$ cat config.mk
export PLATFORM = sky130hd
export DESIGN_NAME = gpio_mux_port
export DESIGN_NICKNAME = d
export VERILOG_FILES = /design/src/rtl/gpio_mux_pkg.sv /design/src/rtl/gpio_mux_sync.sv /design/src/rtl/gpio_mux_claim.sv /design/src/rtl/gpio_mux_drive.sv /design/src/rtl/gpio_mux_regs.sv /design/src/rtl/gpio_mux_port.sv
export SDC_FILE = /design/constraint.sdc
export NUM_CORES = 1
export LEC_CHECK = 0
export CORE_MARGIN = 2
export CORE_UTILIZATION = 63
export CTS_CLUSTER_DIAMETER = 120
export CTS_CLUSTER_SIZE = 14
export DETAILED_ROUTE_END_ITERATION = 7
export DONT_BUFFER_PORTS = 1
export PLACE_DENSITY = 0.79
export SYNTH_ARGS = -nofsm -noshare
export SYNTH_HDL_FRONTEND = slang
export SYNTH_HIERARCHICAL = 1
export SYNTH_SLANG_ARGS = --single-unit
$ cat constraint.sdc
create_clock -name clk -period 1.8 [get_ports clk]
set_input_delay 0.36 -clock clk [delete_from_list [all_inputs] [get_ports clk]]
set_output_delay 0.36 -clock clk [all_outputs]
set_load 0.005 [all_outputs]
$ cat src/rtl/gpio_mux_pkg.sv
`timescale 1ns/1ps
package gpio_mux_pkg;
    localparam int PORT_W      = 8;
    localparam int SYNC_STAGES = 2;
    localparam int COM_LO      = 3;
    localparam int COM_N       = 4;
    localparam int BIAS_N      = 3;
    localparam int SEG_PIN     = 7;
    localparam int PWM1B_PIN   = 6;
    localparam int PWM1C_PIN   = 5;
    localparam int PWM3B_PIN   = 2;
    localparam int PWM3C_PIN   = 1;
    localparam int CFG_PU_BIT  = 0;
    localparam int CFG_OD_BIT  = 1;

    localparam logic [1:0] ADDR_PORT  = 2'd0;
    localparam logic [1:0] ADDR_LATCH = 2'd1;
    localparam logic [1:0] ADDR_DIR   = 2'd2;
    localparam logic [1:0] ADDR_CFG   = 2'd3;

    typedef enum logic [2:0] {
        OWN_IO,
        OWN_COM,
        OWN_BIAS,
        OWN_SEG,
        OWN_PWM
    } pin_own_e;

    typedef struct packed {
        logic [PORT_W-1:0] latch;
        logic [PORT_W-1:0] dir;
        logic              pu_gen;
        logic              od_en;
        logic [PORT_W-1:0] rdata;
    } port_regs_t;
endpackage

$ cat src/rtl/gpio_mux_sync.sv
`timescale 1ns/1ps
module gpio_mux_sync #(
    parameter int W      = 8,
    parameter int STAGES = 2
) (
    input  logic         clk,
    input  logic         rst_n,
    input  logic [W-1:0] din,
    output logic [W-1:0] dout
);
    logic [STAGES-1:0][W-1:0] st_d, st_q;

    always_comb begin
        st_d[0] = din;
        for (int k = 1; k < STAGES; k++) begin
            st_d[k] = st_q[k-1];
        end
    end

    always_ff @(posedge clk or negedge rst_n) begin
        if (!rst_n) st_q <= '0;
        else        st_q <= st_d;
    end

    assign dout = st_q[STAGES-1];
endmodule

$ cat src/rtl/gpio_mux_claim.sv
`timescale 1ns/1ps
module gpio_mux_claim
    import gpio_mux_pkg::*;
#(
    parameter int W = PORT_W
) (
    input  logic [1:0] com_mux,
    input  logic       bias_int,
    input  logic       seg7_en,
    input  logic       pin7_remap_n,
    input  logic       pwm13_home,
    output pin_own_e   own [W]
);
    for (genvar i = 0; i < W; i++) begin : g_pin
        pin_own_e own_l;

        always_comb begin
            own_l = OWN_IO;
            if (i == SEG_PIN) begin
                if (seg7_en)            own_l = OWN_SEG;
                else if (!pin7_remap_n) own_l = OWN_PWM;
            end else if (i >= COM_LO && i < COM_LO + COM_N) begin
                if ((i - COM_LO) <= int'(com_mux)) begin
                    own_l = OWN_COM;
                end else if (pwm13_home && (i == PWM1B_PIN || i == PWM1C_PIN)) begin
                    own_l = OWN_PWM;
                end
            end else if (i < BIAS_N) begin
                if (!bias_int) begin
                    own_l = OWN_BIAS;
                end else if (pwm13_home && (i == PWM3B_PIN || i == PWM3C_PIN)) begin
                    own_l = OWN_PWM;
                end
            end
        end

        assign own[i] = own_l;
    end
endmodule

$ cat src/rtl/gpio_mux_drive.sv
`timescale 1ns/1ps
module gpio_mux_drive
    import gpio_mux_pkg::*;
#(
    parameter int W = PORT_W
) (
    input  pin_own_e         own [W],
    input  logic [W-1:0]     latch,
    input  logic [W-1:0]     dir,
    input  logic             pu_gen,
    input  logic             od_en,
    input  logic [COM_N-1:0] com_drv,
    input  logic             seg7_drv,
    input  logic [3:0]       pwm13_drv,
    input  logic             pwm2_drv,
    output logic [W-1:0]     pad_out,
    output logic [W-1:0]     pad_oe,
    output logic [W-1:0]     pad_pu,
    output logic [W-1:0]     io_mask
);
    logic [W-1:0] com_vec;
    logic [W-1:0] pwm_vec;

    always_comb begin
        com_vec                  = '0;
        com_vec[COM_LO +: COM_N] = com_drv;
        pwm_vec                  = '0;
        pwm_vec[PWM1B_PIN]       = pwm13_drv[0];
        pwm_vec[PWM1C_PIN]       = pwm13_drv[1];
        pwm_vec[PWM3B_PIN]       = pwm13_drv[2];
        pwm_vec[PWM3C_PIN]       = pwm13_drv[3];
        pwm_vec[SEG_PIN]         = pwm2_drv;
    end

    for (genvar i = 0; i < W; i++) begin : g_pin
        logic o_l, e_l, p_l, m_l;

        always_comb begin
            o_l = 1'b0;
            e_l = 1'b0;
            p_l = 1'b0;
            m_l = 1'b0;
            unique case (own[i])
                OWN_IO: begin
                    o_l = latch[i];
                    e_l = ~dir[i];
                    p_l = pu_gen & dir[i];
                    m_l = 1'b1;
                end
                OWN_COM: begin
                    o_l = com_vec[i];
                    e_l = 1'b1;
                end
                OWN_SEG: begin
                    o_l = seg7_drv;
                    e_l = 1'b1;
                end
                OWN_PWM: begin
                    if (i == SEG_PIN && od_en) begin
                        o_l = 1'b0;
                        e_l = ~pwm_vec[i];
                    end else begin
                        o_l = pwm_vec[i];
                        e_l = 1'b1;
                    end
                end
                default: begin
                    o_l = 1'b0;
                    e_l = 1'b0;
                end
            endcase
        end

        assign pad_out[i] = o_l;
        assign pad_oe[i]  = e_l;
        assign pad_pu[i]  = p_l;
        assign io_mask[i] = m_l;
    end
endmodule

$ cat src/rtl/gpio_mux_regs.sv
`timescale 1ns/1ps
module gpio_mux_regs
    import gpio_mux_pkg::*;
#(
    parameter int W = PORT_W
) (
    input  logic         clk,
    input  logic         rst_n,
    input  logic         bus_wr,
    input  logic         bus_rd,
    input  logic [1:0]   bus_addr,
    input  logic [W-1:0] bus_wdata,
    input  logic [W-1:0] port_in,
    output logic [W-1:0] latch,
    output logic [W-1:0] dir,
    output logic         pu_gen,
    output logic         od_en,
    output logic [W-1:0] rdata
);
    port_regs_t r_d, r_q;

    always_comb begin
        r_d = r_q;
        if (bus_wr) begin
            unique case (bus_addr)
                ADDR_PORT, ADDR_LATCH: r_d.latch = bus_wdata;
                ADDR_DIR:              r_d.dir   = bus_wdata;
                default: begin
                    r_d.pu_gen = bus_wdata[CFG_PU_BIT];
                    r_d.od_en  = bus_wdata[CFG_OD_BIT];
                end
            endcase
        end
        if (bus_rd) begin
            unique case (bus_addr)
                ADDR_PORT:  r_d.rdata = port_in;
                ADDR_LATCH: r_d.rdata = r_q.latch;
                ADDR_DIR:   r_d.rdata = r_q.dir;
                default: begin
                    r_d.rdata             = '0;
                    r_d.rdata[CFG_PU_BIT] = r_q.pu_gen;
                    r_d.rdata[CFG_OD_BIT] = r_q.od_en;
                end
            endcase
        end
    end

    always_ff @(posedge clk or negedge rst_n) begin
        if (!rst_n) begin
            r_q.latch  <= '0;
            r_q.dir    <= '1;
            r_q.pu_gen <= 1'b0;
            r_q.od_en  <= 1'b0;
            r_q.rdata  <= '0;
        end else begin
            r_q <= r_d;
        end
    end

    assign latch  = r_q.latch;
    assign dir    = r_q.dir;
    assign pu_gen = r_q.pu_gen;
    assign od_en  = r_q.od_en;
    assign rdata  = r_q.rdata;
endmodule

$ cat src/rtl/gpio_mux_port.sv
`timescale 1ns/1ps
module gpio_mux_port
    import gpio_mux_pkg::*;
(
    input  logic              clk,
    input  logic              rst_n,
    input  logic              bus_wr,
    input  logic              bus_rd,
    input  logic [1:0]        bus_addr,
    input  logic [PORT_W-1:0] bus_wdata,
    output logic [PORT_W-1:0] bus_rdata,
    input  logic [1:0]        com_mux,
    input  logic              bias_int,
    input  logic              seg7_en,
    input  logic              pin7_remap_n,
    input  logic              pwm13_home,
    input  logic [COM_N-1:0]  com_drv,
    input  logic              seg7_drv,
    input  logic [3:0]        pwm13_drv,
    input  logic              pwm2_drv,
    input  logic [PORT_W-1:0] pad_in,
    output logic [PORT_W-1:0] pad_out,
    output logic [PORT_W-1:0] pad_oe,
    output logic [PORT_W-1:0] pad_pu
);
    pin_own_e          own_w [PORT_W];
    logic [PORT_W-1:0] latch_w, dir_w, io_mask_w, sync_w, port_in_w;
    logic              pu_gen_w, od_en_w;

    gpio_mux_sync #(.W(PORT_W), .STAGES(SYNC_STAGES)) u_sync (
        .clk   (clk),
        .rst_n (rst_n),
        .din   (pad_in),
        .dout  (sync_w)
    );

    gpio_mux_claim #(.W(PORT_W)) u_claim (
        .com_mux      (com_mux),
        .bias_int     (bias_int),
        .seg7_en      (seg7_en),
        .pin7_remap_n (pin7_remap_n),
        .pwm13_home   (pwm13_home),
        .own          (own_w)
    );

    gpio_mux_drive #(.W(PORT_W)) u_drive (
        .own       (own_w),
        .latch     (latch_w),
        .dir       (dir_w),
        .pu_gen    (pu_gen_w),
        .od_en     (od_en_w),
        .com_drv   (com_drv),
        .seg7_drv  (seg7_drv),
        .pwm13_drv (pwm13_drv),
        .pwm2_drv  (pwm2_drv),
        .pad_out   (pad_out),
        .pad_oe    (pad_oe),
        .pad_pu    (pad_pu),
        .io_mask   (io_mask_w)
    );

    assign port_in_w = sync_w & io_mask_w;

    gpio_mux_regs #(.W(PORT_W)) u_regs (
        .clk       (clk),
        .rst_n     (rst_n),
        .bus_wr    (bus_wr),
        .bus_rd    (bus_rd),
        .bus_addr  (bus_addr),
        .bus_wdata (bus_wdata),
        .port_in   (port_in_w),
        .latch     (latch_w),
        .dir       (dir_w),
        .pu_gen    (pu_gen_w),
        .od_en     (od_en_w),
        .rdata     (bus_rdata)
    );
endmodule

# After elaboration in Yosys (flattened, before gate mapping)
# Cells that the tools add are included.
# W data, S select, Z words.
[op_classes]
order_cmp = 3
eq_ne = 20
mux = 38
bitwise_logic = 17
n_reduce_logical = 18
[ops]
columns = ["cell", "count"]
rows = [
  ["$pmux W8 S3", 1],
  ["$logic_not A3 Y1", 6],
  ["$mux W3", 6],
  ["$reduce_or A3 Y1", 6],
  ["$mux W1", 16],
  ["$pmux W1 S3", 5],
  ["$pmux W1 S2", 7],
  ["$eq A3 B1 Y1 const B", 4],
  ["$eq A3 B2 Y1 const B", 4],
  ["$eq A3 B3 Y1 const B", 4],
  ["$not A1 Y1", 9],
  ["$and A8 B8 Y8", 1],
  ["$pmux W1 S4", 2],
  ["$and A1 B1 Y1", 7],
  ["$reduce_and A2 Y1", 3],
  ["$eq A2 B1 Y1 const B", 2],
  ["$eq A2 B2 Y1 const B", 2],
  ["$le A2 B2 Y1 const A", 2],
  ["$reduce_or A2 Y1", 2],
  ["$eq A1 B3 Y1 const B", 1],
  ["$eq A2 B3 Y1 const B", 1],
  ["$eq A1 B2 Y1 const B", 1],
  ["$le A1 B2 Y1 const A", 1],
  ["$logic_not A2 Y1", 1],
  ["2 further kinds", 2],
]
[word_totals]
reg_bits = 42
in_bits = 38
output_inout_bits = 32
wordCells = 103

# Depth between registers and ports, before layout
[depth]
ltp_word = 6
depth_mapped = 7
mapped_depth_nobuf = 6

# Hierarchy
# The synthesis kept the hierarchy.
[by_module_without_submodules]
columns = ["mod", "instances", "cells_per_inst", "area_each_um2", "seq_area_each_um2"]
rows = [
  ["gpio_mux_regs", 1, 93, 1208.7, 660.6],
  ["gpio_mux_drive", 1, 107, 739.5, 0.0],
  ["gpio_mux_sync", 1, 16, 400.4, 400.4],
  ["gpio_mux_claim", 1, 26, 172.7, 0.0],
  ["gpio_mux_port", 1, 8, 50.0, 0.0],
]

# Worst setup path after synthesis
# OpenSTA, ideal clock, no wires.
[synth_path]
kind = "in2out"
startpoint = "in com_mux[1]"
endpoint = "out pad_out[4]"
arrival_ns = 1.144
required_time_ns = 1.440
slack_ns = 0.296
stages = 5
path_buffers = 1
cell_sequence = "or2_1 mux2i_1 nor3_1 a41o_1 buf_4"
[synth_via]
elab_chain_cells = 4
word_cells_on_any_way = 6
cone_classes = "order compare (1); eq/ne (2); mux (2); reduce/logical (1)"
[synth_lines]
columns = ["item", "line_no", "rtl"]
rows = [
  ["start, declared", "gpio_mux_port.sv:12", "input logic [1:0] com_mux,"],
  ["$le A1 B2 Y1 (*)", "gpio_mux_claim.sv:23", "if ((i - COM_LO) <= int'(com_mux)) begin"],
  ["$mux W1 (*)", "gpio_mux_claim.sv:23", ""],
  ["$eq A1 B2 Y1, or another cell as far along", "gpio_mux_drive.sv:43", "unique case (own[i])"],
  ["$pmux W1 S3 (*)", "gpio_mux_drive.sv:43", ""],
  ["end, declared", "gpio_mux_port.sv:22", "output logic [PORT_W-1:0] pad_out,"],
]
# Mark *: on every way between the ends. The rest lies on a longest branch, timed or not.

# Worst setup path after layout
[layout_path]
startpoint = "reg, netlist name u_regs/od_en"
endpoint = "out pad_out[7]"
[layout_via]
elab_chain_cells = 2
[layout_lines]
columns = ["item", "line_no", "rtl"]
rows = [
  ["$mux W1", "gpio_mux_drive.sv:59", "if (i == SEG_PIN && od_en) begin"],
  ["$pmux W1 S3", "gpio_mux_drive.sv:43", ""],
]
# Every way passes these cells.

==> run summary <==
For this design the static power due to leakage is 1.05 nW. At the later pin of the worst-skew pair, clock insertion delay measures 0.29 ns. The startpoint kind of the worst setup timing path was a register.

The design draws 2.12 mW. The maximum fanout along the worst path was 4. The tools report the source of the critical timing path as u_regs/od_en.

Standard cell with the maximum stage delay on the critical path: dfrtp_1. The total half-perimeter wirelength after legalization and detailed placement was 3.30 mm. The detail route stage leaves a number of antenna-violating nets equal to 0.

Setup violations remaining at the end of the flow were counted as 0. Synthesized cell area: 2570 µm². The worst setup path is captured at an output port.

Most frequently used flop master after synthesis: dfrtp_1. Clock-pin slew of the registers on the worst-case setup and hold paths: 0.08 ns. The max-slew violation count was 0; the time the final worst path needs with I/O delays and setup was 1.62 ns.

The post-route netlist has 21.2% of its cells at a drive strength greater than 1. The final global-route overflow total was 0. For the arrival time at the worst endpoint, the log shows 1.26 ns. Across all register-to-register paths, the minimum setup slack is 0.65 ns.

The first global-routing pass estimated 7.25 mm of wire. Number of global-route vias before repair: 1,498. The tools report the number of maximum-capacitance constraint violations as 0. Counting instances, the worst hold path has a depth of 0. The core region is 3970 µm². After the flow finishes, the layout carries non-filler instances totaling 267. Of the post-synthesis cell area, the dominant cell type holds 33.1%. Yosys attributes the largest share of cell area to dfrtp_1, buf_4, dfstp_2. The detailed-router iteration count before antenna repair was 4; the required time of the critical path was 1.44 ns. In this run the critical register-to-register path is launched from u_regs/dir[7]. The proportion of synthesized chip area in sequential cells was 41.3%; the clock sink total was 42. The TritonCTS buffer count is 5. In this run, synthesis produced a sequential element count of 42.

Yosys mapped a number of flops with a built-in enable equal to 0. For the number of gates resized after cts, the log shows 0. Across the routed clock network, the largest skew measured is 0.00310 ns.

For the post-cts hold buffer count, the log shows 2. The tools report the root buffer selected by CTS as clkbuf_8. The worst setup path is of the register to output port kind. Post-route DRC violation count: 0. Yosys printed 6 warnings. The routed layout has 1,524 vias. The run gives 2280 µm² as the placed cell area.

Setup repair after global routing left no endpoint under its margin. The final period utilization works out to 90.1%. Setup total negative slack on the finished layout was measured at 0 ns. For the total global routing track utilization, the log shows 22.2%.

In the routed layout, each cell is associated on average with a via count of 5.71. The worst-case IR drop observed on VDD is 0.000545 V. The biggest area contributor in the post-synthesis netlist is dfrtp_1. The run finished with clean final reports. The async set or reset register ratio after synthesis came out at 100%. The number of different library cells used by synthesis comes to 40. Pin placement for this block handled 70 I/O pins. In the final routed layout, each cell accounts on average for 17.6 µm.

The tools report the number of placed cells counting well taps as 257. Entering global routing, the biggest net connects 43 pins. The power per cell area came out at 881 nW/µm².

Count of antenna diodes in the layout: 0. The floorplan has 23 rows. In this run, the number of DRC markers left after iteration 0 of detailed routing was 41. For the number of H-tree levels, the log shows 2. Synthesis handed over a netlist of 250 instances. Compared with the post-synthesis result, the final layout area differs by -6.67%. For the overall die area, the log shows 4610 µm². TritonCTS built the clock tree. Worst hold path endpoint: u_sync/st_d[13]. The clock passes through at most 2 buffers. The delay contributed by the slowest stage of the critical path is 0.42 ns, and the number of antenna violations at the first check in global routing is 0.

Traced cell by cell, the critical path runs through and3b_1, a21oi_1, o31ai_1. In this run the worst hold path is classified as input pin to register. The cell area after layout is 2400 µm², and the synthesized area divided by synthesized cell count is 10.3 µm².

During placement, the flow inserted port buffers numbering 0. After the last flow step, the layout net total stands at 254. The launch point of the worst hold path was pad_in[5]. The number of setup buffers added after CTS is 0. The floorplan step set the die width to 67.9 µm. The effective utilization at floorplan is 64.7%. Derived from the worst setup path, the maximum achievable clock frequency is 617 MHz. The tools report the number of hold-slack violations in the final timing report as 0.

The total length of routed wires came out at 4.70 mm. The most frequently used cell type in the post-synthesis netlist was buf_4. Sorting the synthesized cells by how often they occur yields buf_4, dfrtp_1, mux2_2. The number of cell instances on the worst register-to-register path is 3, and the final RePlAce weighted congestion is 0.753. The die height works out to 67.9 µm. Endpoint of the most critical register-to-register path: u_regs/rdata[7].
## per-layer routing
metal | track usage, % | vias up | part of all wire, %
met3 | 8.22 | 4 | 8.6
met5 | 0 | - | 0
met2 | 36.9 | 52 | 48
li1 | - | 748 | -
met4 | 6.00 | 0 | 0.85
met1 | 27.4 | 720 | 43
## per-stage QoR
step	setup WS (ns)	util, %	hold slack (ns)
2_1_floorplan	0.296	-	0.0644
3_3_place_gp	0.334	57.4	0.0654
3_5_place_dp	0.298	57.4	0.0654
4_1_cts	0.169	60.4	0.0781
5_1_grt	0.0892	60.4	0.0630
6_report	0.178	60.4	0.0883
## cells by family (layout without fill, tap and decap cells)
group                  count (synthesis)  after routing  share of synthesized area [%]
buffers and inverters                 57             15                           16.2
AOI/OAI and AO/OA                     29             29                           8.76
other                                  2             11                          0.292
muxes                                 34             34                           14.5
DFF                                   42             42                           41.3
and+or+nand+nor                       86             86                           19.0
## worst max-delay path: cells and delay by family, from the launching register on
| family | cells | cell delay, ns |
|---|---|---|
| and+or+nand+nor | 1 | 0.22 |
| AOI/OAI and AO/OA | 2 | 0.33 |
| DFF | 1 | 0.42 |
## flip-flops by register name, summed over array words and instances, names as in the netlist
name / count
u_regs/dir: 8
u_sync/st_d: 8
u_regs/pu_gen: 1
u_regs/od_en: 1
u_sync/dout: 8
u_regs/rdata: 8
u_regs/latch: 8
## layout make-up
cell class / count / area (µm²)
sequential: 42 / 1060
multi-input combinational: 160 / 1130
inverter: 3 / 11.3
tap: 50 / 62.6
timing repair buffer: 4 / 45.0
fill: 348 / 1570
clock buffer: 7 / 86.3
clock inverter: 1 / 5.00
## power by group
part	leakage (nW)	internal [mW]	total [mW]	switching, mW
registers	0.485	1.08	1.18	0.0943
clock network	0.0482	0.309	0.612	0.303
logic	0.521	0.175	0.328	0.153
total	1.05	1.56	2.12	0.550
## placed cells by master (no fill, tap or decap), types with 3 or more instances in the layout
master | netlist | layout
dfrtp_1 | 34 | 34
mux2_2 | 17 | 17
mux2i_1 | 14 | 14
nor2_1 | 13 | 13
conb_1 | 2 | 11
nor3_1 | 10 | 10
nand2_1 | 10 | 10
and2_1 | 9 | 9
nor2b_1 | 9 | 9
nand2b_1 | 9 | 9
o31ai_1 | 8 | 8
and3_1 | 8 | 8
dfstp_2 | 8 | 8
clkbuf_8 | 0 | 6
a31oi_1 | 6 | 6
nand3_1 | 5 | 5
or2_1 | 4 | 4
inv_1 | 3 | 3
or2_2 | 3 | 3
## how the worst max path moves through the flow
stage	endpoint	cells past startpoint
final	pad_out[7]	3
after floorplan	pad_out[4]	5
after global placement	pad_out[2]	3
after global routing	pad_out[7]	3
after detailed placement	u_regs/rdata[4]	6
after CTS	pad_out[7]	3
No activity file was read; power rests on OpenSTA's default activity.
